File: config.mk
export PLATFORM = sky130hd
export DESIGN_NAME = dram_burst_ctrl
export DESIGN_NICKNAME = d
export VERILOG_FILES = /design/src/rtl/dram_burst_ctrl.sv
export SDC_FILE = /design/constraint.sdc
export NUM_CORES = 1
export LEC_CHECK = 0
export BUFFER_PORTS_ARGS = -buffer_cell sky130_fd_sc_hd__buf_2
export CAP_MARGIN = 20
export CORE_ASPECT_RATIO = 1.5
export CORE_UTILIZATION = 40
export CTS_CLUSTER_SIZE = 28
export DETAILED_ROUTE_END_ITERATION = 7
export PLACE_DENSITY_LB_ADDON = 0.15
export SYNTH_ARGS = -nofsm -noshare
export SYNTH_HDL_FRONTEND = slang
export SYNTH_SLANG_ARGS = --single-unit
File: constraint.sdc
create_clock -name clk -period 2.2 [get_ports clk]
set_input_delay 0.22 -clock clk [delete_from_list [all_inputs] [get_ports clk]]
set_output_delay 0.22 -clock clk [all_outputs]
set_load 0.02 [all_outputs]
File: src/rtl/dram_burst_ctrl.sv
module dram_burst_ctrl #(
  parameter int ROW_W          = 11,
  parameter int COL_W          = 11,
  parameter int DATA_W         = 16,
  parameter int LEN_W          = 3,
  parameter int T_RCD          = 2,
  parameter int T_CL           = 2,
  parameter int T_RP           = 2,
  parameter int REF_PERIOD_CYC = 8_000_000
) (
  input  logic                                         clk,
  input  logic                                         rst_n,
  input  logic                                         req_valid,
  output logic                                         req_ready,
  input  logic                                         req_write,
  input  logic [ROW_W+COL_W-1:0]                       req_addr,
  input  logic [LEN_W-1:0]                             req_len,
  input  logic [DATA_W-1:0]                            wr_data,
  output logic                                         wr_pull,
  output logic                                         rd_valid,
  output logic [DATA_W-1:0]                            rd_data,
  output logic [((ROW_W > COL_W) ? ROW_W : COL_W)-1:0] dram_addr,
  output logic                                         dram_ras_n,
  output logic                                         dram_cas_n,
  output logic                                         dram_we_n,
  output logic                                         dram_oe_n,
  output logic [DATA_W-1:0]                            dram_dq_out,
  output logic                                         dram_dq_oe,
  input  logic [DATA_W-1:0]                            dram_dq_in
);
  localparam int PIN_W        = (ROW_W > COL_W) ? ROW_W : COL_W;
  localparam int REF_INTERVAL = REF_PERIOD_CYC >> ROW_W;
  localparam int TMR_W        = (REF_INTERVAL > 2) ? $clog2(REF_INTERVAL) : 1;
  localparam int T_MAX0       = (T_RCD > T_CL) ? T_RCD : T_CL;
  localparam int T_MAX        = (T_MAX0 > T_RP) ? T_MAX0 : T_RP;
  localparam int CNT_W        = $clog2(T_MAX + 1);
  localparam logic [CNT_W-1:0] LD_RCD = CNT_W'(T_RCD - 1);
  localparam logic [CNT_W-1:0] LD_CL  = CNT_W'(T_CL - 1);
  localparam logic [CNT_W-1:0] LD_RP  = CNT_W'(T_RP - 1);

  typedef enum logic [2:0] {S_IDLE, S_ROW, S_COL, S_PRE, S_REF} state_t;

  state_t            state;
  logic [CNT_W-1:0]  cnt;
  logic [ROW_W-1:0]  row_q;
  logic [ROW_W-1:0]  ref_row;
  logic [COL_W-1:0]  col_q;
  logic [LEN_W-1:0]  beats_left;
  logic              wr_q;
  logic              ref_pend;
  logic [TMR_W-1:0]  ref_tmr;

  wire              cnt_done = (cnt == '0);
  wire              in_col   = (state == S_COL);
  wire [CNT_W-1:0]  ld_beat  = wr_q ? '0 : LD_CL;
  wire              grant_ref = (state == S_IDLE) && ref_pend;

  assign req_ready   = (state == S_IDLE) && !ref_pend;
  assign dram_ras_n  = !(state == S_ROW || state == S_COL || state == S_REF);
  assign dram_cas_n  = !in_col;
  assign wr_pull     = in_col && wr_q;
  assign dram_we_n   = !wr_pull;
  assign dram_oe_n   = !(in_col && !wr_q);
  assign dram_dq_oe  = wr_pull;
  assign dram_dq_out = wr_data;

  always_comb begin
    case (state)
      S_ROW:   dram_addr = PIN_W'(row_q);
      S_REF:   dram_addr = PIN_W'(ref_row);
      S_COL:   dram_addr = PIN_W'(col_q);
      default: dram_addr = '0;
    endcase
  end

  always_ff @(posedge clk) begin
    if (!rst_n) begin
      ref_tmr  <= '0;
      ref_pend <= 1'b0;
    end else begin
      if (grant_ref) ref_pend <= 1'b0;
      if (ref_tmr == TMR_W'(REF_INTERVAL - 1)) begin
        ref_tmr  <= '0;
        ref_pend <= 1'b1;
      end else begin
        ref_tmr <= ref_tmr + 1'b1;
      end
    end
  end

  always_ff @(posedge clk) begin
    if (!rst_n) begin
      state      <= S_IDLE;
      cnt        <= '0;
      row_q      <= '0;
      col_q      <= '0;
      ref_row    <= '0;
      beats_left <= '0;
      wr_q       <= 1'b0;
      rd_valid   <= 1'b0;
      rd_data    <= '0;
    end else begin
      rd_valid <= in_col && !wr_q && cnt_done;
      if (in_col && !wr_q && cnt_done) rd_data <= dram_dq_in;
      case (state)
        S_IDLE: begin
          if (ref_pend) begin
            state <= S_REF;
            cnt   <= LD_RCD;
          end else if (req_valid) begin
            state      <= S_ROW;
            cnt        <= LD_RCD;
            row_q      <= req_addr[ROW_W+COL_W-1:COL_W];
            col_q      <= req_addr[COL_W-1:0];
            beats_left <= req_len;
            wr_q       <= req_write;
          end
        end
        S_ROW: begin
          if (cnt_done) begin
            state <= S_COL;
            cnt   <= ld_beat;
          end else cnt <= cnt - 1'b1;
        end
        S_COL: begin
          if (cnt_done) begin
            if (beats_left == '0) begin
              state <= S_PRE;
              cnt   <= LD_RP;
            end else begin
              col_q      <= col_q + 1'b1;
              beats_left <= beats_left - 1'b1;
              cnt        <= ld_beat;
            end
          end else cnt <= cnt - 1'b1;
        end
        S_REF: begin
          if (cnt_done) begin
            state   <= S_PRE;
            cnt     <= LD_RP;
            ref_row <= ref_row + 1'b1;
          end else cnt <= cnt - 1'b1;
        end
        S_PRE: begin
          if (cnt_done) state <= S_IDLE;
          else cnt <= cnt - 1'b1;
        end
        default: state <= S_IDLE;
      endcase
    end
  end
endmodule

Word-level counts from Yosys, hierarchy flattened:

Index checks and enable logic that the tools add are counted.
Widths: inputs -> output; s select.

* output and inout bits: 51
* logic and storage cells: 88
* input bits: 61
* bits in registers: 72

* reduce and logical (&&, ||, !) cells: 25
* mux-type cells: 30
* bitwise logic cells: 2
* add/subtract/negate cells: 5
* equal/unequal tests: 15

Operators by type and width (number)
* $mux 11: 4
* $mux 3: 11
* $pmux 11 s3: 1
* $add 11x1->11 const B: 2
* $pmux 11 s2: 1
* $ne 2x2->1 const B: 8
* $pmux 3 s5: 1
* $add 12x1->12 const B: 1
* $eq 12x12->1 const B: 1
* $mux 2: 6
* $pmux 2 s5: 1
* $eq 3x2->1 const B: 2
* $logic_not 1->1: 6
* $logic_not 3->1: 2
* $pmux 3 s2: 1
* $reduce_and 3->1: 2
* $reduce_and 6->1: 1
* $logic_and 1x1->1: 5
* $reduce_and 5->1: 1
* $reduce_bool 5->1: 1
* $mux 1: 4
* $reduce_bool 2->1: 2
* $eq 3x1->1 const B: 1
* $eq 3x3->1 const B: 1
* other kinds (9): 11

Logic depth before layout (Yosys ltp):

Gate-level depths: netlist of run 1.

* word-level depth: 4
* gate-level depth with buffers: 8
* mapped depth without buffers: 7

Worst setup path before layout of run 1:

No wires, ideal clock.

* path type: register -> register
* from: register state[2]
* to: register row_q[0]
* stages on the path, launching flop included: 7
* setup slack: 0.158 ns
* arrival time: 1.972 ns
* buffers on the path: 2
* required time: 2.129 ns
* setup time: 0.071 ns
* period minus slack after synthesis: 2.042 ns
* path through: dfxtp_1 -> clkbuf_1 -> nor4_1 -> and2_1 -> buf_2 -> nand2_1 -> a21oi_1

* cells in the longest elaborated chain, start to end: 2

RTL lines
* start: declaration: RTL line 43 `state_t state;`
* start signal: assignment: RTL line 93 `state <= S_IDLE;`
* start signal: assignment: RTL line 108 `state <= S_REF;`
* start signal: assignment: RTL line 111 `state <= S_ROW;`
* $logic_not 3->1: RTL line 105 `case (state)`
* $reduce_and 3->1 (no line)
* end signal: assignment: RTL line 113 `row_q <= req_addr[ROW_W+COL_W-1:COL_W];`
* end: declaration: RTL line 45 `logic [ROW_W-1:0] row_q;`

Every way passes these cells.
A chain may end at the register's enable or synchronous reset.

Worst setup path after layout of run 1:

* from: register state[1]
* to: output dram_addr[10] in the netlist's numbering

* cells in the longest elaborated chain, start to end: 2
* elaborated cells between the ends (all ways): 4
* those cells by class: 3 x eq/ne; 1 x mux

RTL lines
* $eq 3x2->1 (tied with other cells): RTL line 68 `case (state)`
* $pmux 11 s3 (*): RTL line 68
* end: declaration: RTL line 22 `output logic [((ROW_W > COL_W) ? ROW_W : COL_W)-1:0] dram_addr,`

Every way passes the cells marked *; elsewhere a longest branch is shown, timed or not.

==> results of run 1 <==
[power by group through the flow]
| stage | Sequential [W] | Combinational (W) | Clock, W |
|---|---|---|---|
| after floorplan | 0.00175 | 0.00127 | 0 |
| after global placement | 0.00177 | 0.00174 | 0 |
| after detailed placement | 0.00178 | 0.00177 | 0 |
| after CTS | 0.00176 | 0.00178 | 0.00175 |
| after global routing | 0.00180 | 0.00197 | 0.00180 |
| final | 0.00176 | 0.00177 | 0.00171 |
[synthesized netlist by cell type, drive strengths merged, types with 3 or more instances]
master,n
and4,4
nand3b,4
dfxtp,72
nand4,9
nand2b,5
o211ai,5
nand3,12
inv,12
xor2,15
ha,8
o31ai,3
o21ai,20
or3b,3
o22ai,3
nand2,60
clkbuf,24
o31a,3
nor2,53
a22oi,11
or3,3
and3,6
a21oi,29
o21bai,3
a211oi,5
buf,24
mux2i,17
xnor2,3
[state kept, by name, indices dropped and copies added (netlist names)]
signal      cells
rd_data        16
ref_tmr        12
col_q          11
ref_row        11
row_q          11
beats_left      3
state           3
cnt             2
rd_valid        1
ref_pend        1
wr_q            1
[layout make-up]
cell class	count	area share (%)
repair buffers	94	11.8
well taps	110	3.11
flip-flops and latches	72	32.6
multi-input cells	317	43.4
clock buffers	10	5.39
clock inverters	6	2.60
inverters	13	1.10
[cell families after synthesis]
kind of cell               share of synthesized area [%]
and+or+nand+nor                                     22.2
DFF                                                 39.4
adders and majority gates                           2.74
xor gates and xnor gates                            4.31
buffers and inverters                               8.14
AOI/OAI and AO/OA                                   18.3
muxes                                               4.96
[timing repair]
action	CTS	global route
setup endpoints to repair	10	10
gates resized for setup	1	4
gates cloned	0	0
[worst paths after layout]
check / to / slack, ns / depth (start not counted)
min reg2reg: row_q[3] / 0.45 / 2
max: dram_addr[10] / 0.11 / 6
min: rd_data[4] / 0.12 / 3
max reg2reg: beats_left[2] / 0.22 / 7
[per-stage QoR]
step                      TNS (ns)  instance area, sq um
after global placement           0                  4070
after detailed placement         0                  4070
after CTS                        0                  4420
after floorplan                  0                  3660
after global routing      -0.00664                  4430
final                            0                  4430
[worst min-delay path, cell delays in order]
cell and delay [ns]:
buf_2 0.07, mux2i_1 0.05, nor2_1 0.07
[layer usage]
| metal | share of wire (%) | vias up | global-route usage [%] |
|---|---|---|---|
| li1 | - | 1674 | - |
| met3 | 4.3 | 11 | 4.21 |
| met4 | 2.2 | 0 | 8.48 |
| met1 | 41 | 1594 | 24.2 |
| met2 | 52 | 71 | 35.6 |
| met5 | 0 | - | 0 |
==> run metrics, run 1 <==
status finished clean; Finished Layout Cells 622; number of synthesized flops with an enable pin 0; most frequent cells in the layout buf_2 (79), dfxtp_1 (71), nand2_1 (60), nor2_1 (53), a21oi_1 (29); Seq cells post-synth 72; initial antenna violation count 0; IO Pins 112; core area 0.00883 sq mm; Buf/Inv on CP 3; Post-Route Skew 0.00292 ns; die area 0.00954 sq mm; proportion of power drawn by combinational gates 33.8%; CTS tree built; Warnings, synthesis 0; Core Rows 42; mean post-synth cell area 8.13 sq um; final hold vios 0; most used flip-flop cell after synthesis dfxtp_1; min Tclk post-route 2.09 ns; Setup Crit Path Kind register to output port; Worst EP arrival 1.87 ns; Worst Max-Slew Pin Slew 0.719 ns; vias in the first global route 3134; Area Overhead vs Synth 21.1%; Int Pwr 0.00338 W; FILL cells 890; Routed WL 9370 um; static leakage 1.96 nW; Core Util, Final 50.2%; root buf cell clkbuf_16; reg2reg start beats_left[0]; worst rel slew slack 52.0%; final period utilization 95.2%; crit path cell chain buf_6, nor2b_1, buf_4, a22oi_1, o21ai_0, buf_2; Clock Sinks 72; RePlAce Congestion 0.801; multi-input logic area 0.00192 sq mm; max cap viols 0; Final ANT Viol Nets 0; sequential fraction of the synthesis area 39.4%; Sequential Power Share 33.6%; initial drt markers 177; Clk pin slew, worst setup/hold paths 0.06 ns; largest net degree at the start of global routing 28; Clock Power Share 32.6%; Synth Cell Area 0.00366 sq mm; commonest non-fill, non-tap cell in the layout buf_2; Antenna diodes 0; grt total ovfl 0; Switching Fraction 35.5%; HP Start dram_dq_in[4]; hpwl dp 6910 um; post-synth top area cell dfxtp_1; post-synthesis cell type count 54; post-synthesis async set-or-reset flop share 0%; Final Hold Slack 0.119 ns; Remaining DRCs 0; CP max stage delay 0.41 ns; IR Drop Worst-Case VDD 532 uV; Tightest Hold Check Type primary input to register; CP Launch Point state[1]; post-CTS setup buffers 0; Placed Cells 606; slowest library cell on the worst path dfxtp_2; Placement Setup Slack 0.198 ns; fin. max-slew vios 0; first-pass GRT wire length 15200 um; fmax 0.477 GHz; final worst slack 0.105 ns; CP startpoint kind register; WP data required 1.98 ns; layout cells sized above 1 23.4%; H-tree Lvls 3; ranking of synthesized cells by area dfxtp_1 (39%), nand2_1 (6.2%), nor2_1 (5.4%), mux2i_1 (4.6%), a21oi_1 (4.0%); total CTS buffers 9; wire per inst 15.1 um; Syn Nets 519; drt first pass iters 4; # setup viols final 0; Initial Util 41.5%; Die Wd 80.1 um; Via density 5.39; Clock Tree Buf Depth 2; PortBufs 79; CP delay by family, top buffers and inverters; post-synth top area share 39.4%; CP max FO 17; Syn Inst Count 450; Register Area 0.00144 sq mm; hold_buf cts 0; Power Density 1180 mW/mm^2; global-route usage over all layers 20.6%; net switching power 0.00186 W; total power 0.00525 W; Clock Latency Late Sink 0.33 ns; Final #Nets 576; element type at the critical path end output port; Die Span Y 119 um; Vias 3350
Power figures use the tool's default switching activity.
==> run 2, diff against run 1 <==
==> constraint.sdc (replaced) <==
create_clock -name clk -period 2.5 [get_ports clk]
set_input_delay 0.25 -clock clk [delete_from_list [all_inputs] [get_ports clk]]
set_output_delay 0.25 -clock clk [all_outputs]
set_load 0.02 [all_outputs]
==> run metrics, run 2 (synthesis gave the netlist of run 1 again) <==
status finished clean; Area after DPL 0.00407 sq mm; Worst EP arrival 2.03 ns; WP data required 2.25 ns; first-pass GRT wire length 15100 um; Tightest Hold Check Type primary input to register; most flop-heavy register rd_data; Finished Layout Cells 622; IO Pins 112; proportion of power drawn by combinational gates 34.9%; Placed Cells 606; net switching power 0.00160 W; Clock Latency Late Sink 0.33 ns; IR Drop Worst-Case VDD 437 uV; Area Overhead vs Synth 19.4%; final period utilization 91.3%; Routed WL 9470 um; element type at the critical path end output port; WHS Path Cells 3; CP max FO 13; core area 0.00883 sq mm; vias in the first global route 3120; root buf cell clkbuf_16; Setup Crit Path Kind register to output port; Worst Reg-to-Reg Cells 4; hpwl dp 7030 um; max cap viols 0; Final ANT Viol Nets 0; total power 0.00438 W; Switching Fraction 36.5%; Register Area 0.00144 sq mm; wire per inst 15.2 um; hold_buf cts 0; Antenna diodes 0; die area 0.00954 sq mm; RSZ-0062 raised after global routing no; fmax 0.438 GHz; total CTS buffers 9; CP startpoint kind register; fin. max-slew vios 0; Remaining DRCs 0; Clock Tree Buf Depth 2; drt first pass iters 4; Clock Power Share 29.5%; Int Pwr 0.00278 W; Power Density 1000 mW/mm^2; Die Wd 80.1 um; initial antenna violation count 0; H-tree Lvls 3; top flop regs rd_data (16), ref_tmr (12); post-CTS setup buffers 0; Post-Route Skew 0.00364 ns; Clk pin slew, worst setup/hold paths 0.05 ns; PostCTS Resize Cnt 0; RR Endpoint beats_left[1]; r2r setup slk 0.50 ns; Setup TNS 0 ns; Final #Nets 576; Clock Sinks 72; initial drt markers 168; worst rel slew slack 44.6%; commonest non-fill, non-tap cell in the layout buf_2; Sequential Power Share 35.6%; final hold vios 0; Vias 3286; FILL cells 907; Core Rows 42; RePlAce Congestion 0.824; post-route cell area 0.00437 sq mm; Worst Max-Slew Pin Slew 0.829 ns; min Tclk post-route 2.28 ns; most frequent cells in the layout buf_2 (79), dfxtp_1 (72), nand2_1 (60), nor2_1 (53), a21oi_1 (29); static leakage 1.94 nW; Die Span Y 119 um; largest net degree at the start of global routing 28; grt total ovfl 0; multi-input logic area 0.00192 sq mm; number of flip-flops under the largest register name 16; HP Start dram_dq_in[1]; # setup viols final 0; layout cells sized above 1 22.7%; Via density 5.28; Hold Crit Endpoint rd_data[1]; global-route usage over all layers 20.8%; Initial Util 41.5%; reg2reg start state[1]; CTS tree built; PortBufs 79
==> run 2: cell count changes in the layout (fill, tap and decap cells not counted), moves of 2 or more <==
cell,before,now
o21ai_1,2,0
o21ai_0,18,20
clkbuf_1,0,2
bufinv_16,3,1
clkinv_2,0,2
==> run 2: power groups by stage <==
stage | registers [W] | clock network (W) | logic (W)
4_1_cts | 0.00156 | 0.00133 | 0.00154
3_5_place_dp | 0.00158 | 0 | 0.00154
5_1_grt | 0.00159 | 0.00139 | 0.00171
6_report | 0.00156 | 0.00129 | 0.00153
3_3_place_gp | 0.00157 | 0 | 0.00152
2_1_floorplan | 0.00154 | 0 | 0.00111
==> run 2: worst max-delay path by stage <==
stage | cells after the start | from | slack (ns) | endpoint
after floorplan | 6 | state[2] | 0.46 | row_q[0]
after global placement | 6 | cnt[0] | 0.56 | beats_left[2]
after detailed placement | 4 | state[1] | 0.50 | beats_left[1]
after CTS | 6 | state[1] | 0.21 | dram_addr[9]
after global routing | 6 | state[1] | 0.05 | dram_addr[4]
final | 6 | state[1] | 0.22 | dram_addr[1]
==> run 2: through the flow <==
| step | util [%] | setup slack [ns] | hold slack, ns |
|---|---|---|---|
| 2_1_floorplan | - | 0.458 | 0.386 |
| 3_3_place_gp | 46.1 | 0.564 | 0.445 |
| 3_5_place_dp | 46.1 | 0.502 | 0.447 |
| 4_1_cts | 49.5 | 0.207 | 0.144 |
| 5_1_grt | 49.5 | 0.0514 | 0.155 |
| 6_report | 49.5 | 0.218 | 0.152 |
==> run 2: area by class of cell <==
class                   count  share of cell area (%)
clock buffers              13                    5.96
well taps                 110                    3.15
multi-input cells         317                    44.0
repair buffers             94                    11.9
inverters                  13                    1.12
flip-flops and latches     72                    33.0
clock inverters             3                   0.916
==> run 2: routing by layer <==
layer	share of wire [%]	routed length [um]	GRT usage (%)
met4	1.6	150	8.04
met1	42	3930	23.8
met3	3.2	307	3.91
met2	54	5070	37.1
met5	0	0	0
==> run 2: critical path: stages (launching register included) <==
cell	delay [ns]
dfxtp_1	0.59
buf_4	0.22
nor2b_1	0.16
buf_4	0.22
a22oi_1	0.08
o21ai_0	0.22
buf_2	0.21
==> run 3, diff against run 2 <==
==> constraint.sdc (replaced) <==
create_clock -name clk -period 2.7 [get_ports clk]
set_input_delay 0.27 -clock clk [delete_from_list [all_inputs] [get_ports clk]]
set_output_delay 0.27 -clock clk [all_outputs]
set_load 0.02 [all_outputs]
==> run metrics, run 3 (synthesis gave the netlist of run 1 again) <==
status finished clean; Setup Crit Path Kind register to output port; final period utilization 86.4%; die area 0.00954 sq mm; Routed WL 9600 um; most flop-heavy register rd_data; H-tree Lvls 3; Sequential Power Share 35.5%; Final ANT Viol Nets 0; Area Overhead vs Synth 19.5%; first-pass GRT wire length 15500 um; final worst slack 0.368 ns; Worst EP arrival 2.06 ns; Antenna diodes 0; Final #Nets 578; drt first pass iters 4; proportion of power drawn by combinational gates 35.2%; Initial Util 41.5%; element type at the critical path end output port; Remaining DRCs 0; worst rel slew slack 40.1%; largest net degree at the start of global routing 28; max cap viols 0; min Tclk post-route 2.33 ns; WP data required 2.43 ns; total CTS buffers 9; Worst Max-Slew Pin Slew 0.898 ns; Die Span Y 119 um; Int Pwr 0.00259 W; # setup viols final 0; grt total ovfl 0; Placement Setup Slack 0.592 ns; PortBufs 79; Setup TNS 0 ns; Post-Route Skew 0.00627 ns; Via density 5.38; RePlAce Congestion 0.775; CP Launch Point state[0]; most frequent cells in the layout buf_2 (79), dfxtp_1 (72), nand2_1 (60), nor2_1 (53), a21oi_1 (29); Clock Sinks 72; top flop regs rd_data (16), ref_tmr (12); Power Density 934 mW/mm^2; Clock Latency Late Sink 0.33 ns; IO Pins 112; root buf cell clkbuf_16; Clock Power Share 29.3%; vias in the first global route 3239; CP max FO 19; final hold vios 0; hold_buf cts 0; Clk pin slew, worst setup/hold paths 0.06 ns; Switching Fraction 36.7%; initial drt markers 185; wire per inst 15.4 um; fin. max-slew vios 0; Core Rows 42; Die Wd 80.1 um; static leakage 1.94 nW; commonest non-fill, non-tap cell in the layout buf_2; number of flip-flops under the largest register name 16; PostCTS Resize Cnt 0; core area 0.00883 sq mm; FILL cells 891; Clock Tree Buf Depth 2; Vias 3360; IR Drop Worst-Case VDD 471 uV; Tightest Hold Check Type primary input to register; post-CTS setup buffers 0; hpwl dp 7090 um; HP Start req_addr[14]; reg2reg start cnt[0]; CP startpoint kind register; RSZ-0062 raised after global routing no; CTS tree built; fmax 0.429 GHz; global-route usage over all layers 21.2%; net switching power 0.00150 W; initial antenna violation count 0; layout cells sized above 1 23.0%
## run 3: cell count changes in the layout (fill, tap and decap cells not counted), sizes merged
| cell | before | now |
|---|---|---|
| buf | 94 | 96 |
## run 3: per-stage QoR
| step | total power [W] | area [sq um] | hold WS [ns] | cells | utilization (%) |
|---|---|---|---|---|---|
| 6_report | 0.00408 | 4370 | 0.167 | 624 | 49.5 |
| 5_1_grt | 0.00433 | 4370 | 0.174 | 624 | 49.5 |
| 4_1_cts | 0.00411 | 4370 | 0.162 | 624 | 49.5 |
| 3_5_place_dp | 0.00291 | 4070 | 0.451 | 608 | 46.1 |
| 3_3_place_gp | 0.00288 | 4070 | 0.450 | 608 | 46.1 |
| 2_1_floorplan | 0.00246 | 3660 | 0.406 | 450 | - |
## run 3: cell type report
cell class / instances / area [sq um] / area share (%)
flip-flops and latches: 72 / 1440 / 33.0
well taps: 110 / 138 / 3.15
clock inverters: 3 / 40.0 / 0.916
clock buffers: 13 / 260 / 5.95
multi-input cells: 317 / 1920 / 43.9
inverters: 13 / 48.8 / 1.12
repair buffers: 96 / 523 / 12.0
## run 3: worst paths after layout
kind / end / slack (ns) / cells after the start
hold / removal: row_q[3] / 0.17 / 3
hold reg to reg: row_q[5] / 0.46 / 2
setup reg to reg: beats_left[1] / 0.57 / 6
setup / recovery: dram_addr[5] / 0.37 / 7
## run 3: per-layer routing
metal / vias to the layer above / track usage [%] / wire length [um]
li1: 1682 / - / -
met1: 1583 / 23.6 / 3900
met2: 83 / 38.1 / 5130
met3: 12 / 3.98 / 395
met4: 0 / 9.15 / 177
met5: - / 0 / 0
## run 3: power by group through the flow
stage	Combinational [W]	Sequential, W	Clock, W
2_1_floorplan	0.00103	0.00143	0
3_3_place_gp	0.00142	0.00146	0
3_5_place_dp	0.00144	0.00146	0
4_1_cts	0.00145	0.00144	0.00122
5_1_grt	0.00159	0.00147	0.00127
6_report	0.00144	0.00145	0.00120
## run 3: critical path: stages, from the launching register on
cell and delay [ns]:
dfxtp_1 0.65, buf_4 0.29, nand2b_1 0.11, nor2_1 0.10, buf_4 0.19, nand2_1 0.07
o21ai_0 0.11, buf_2 0.22
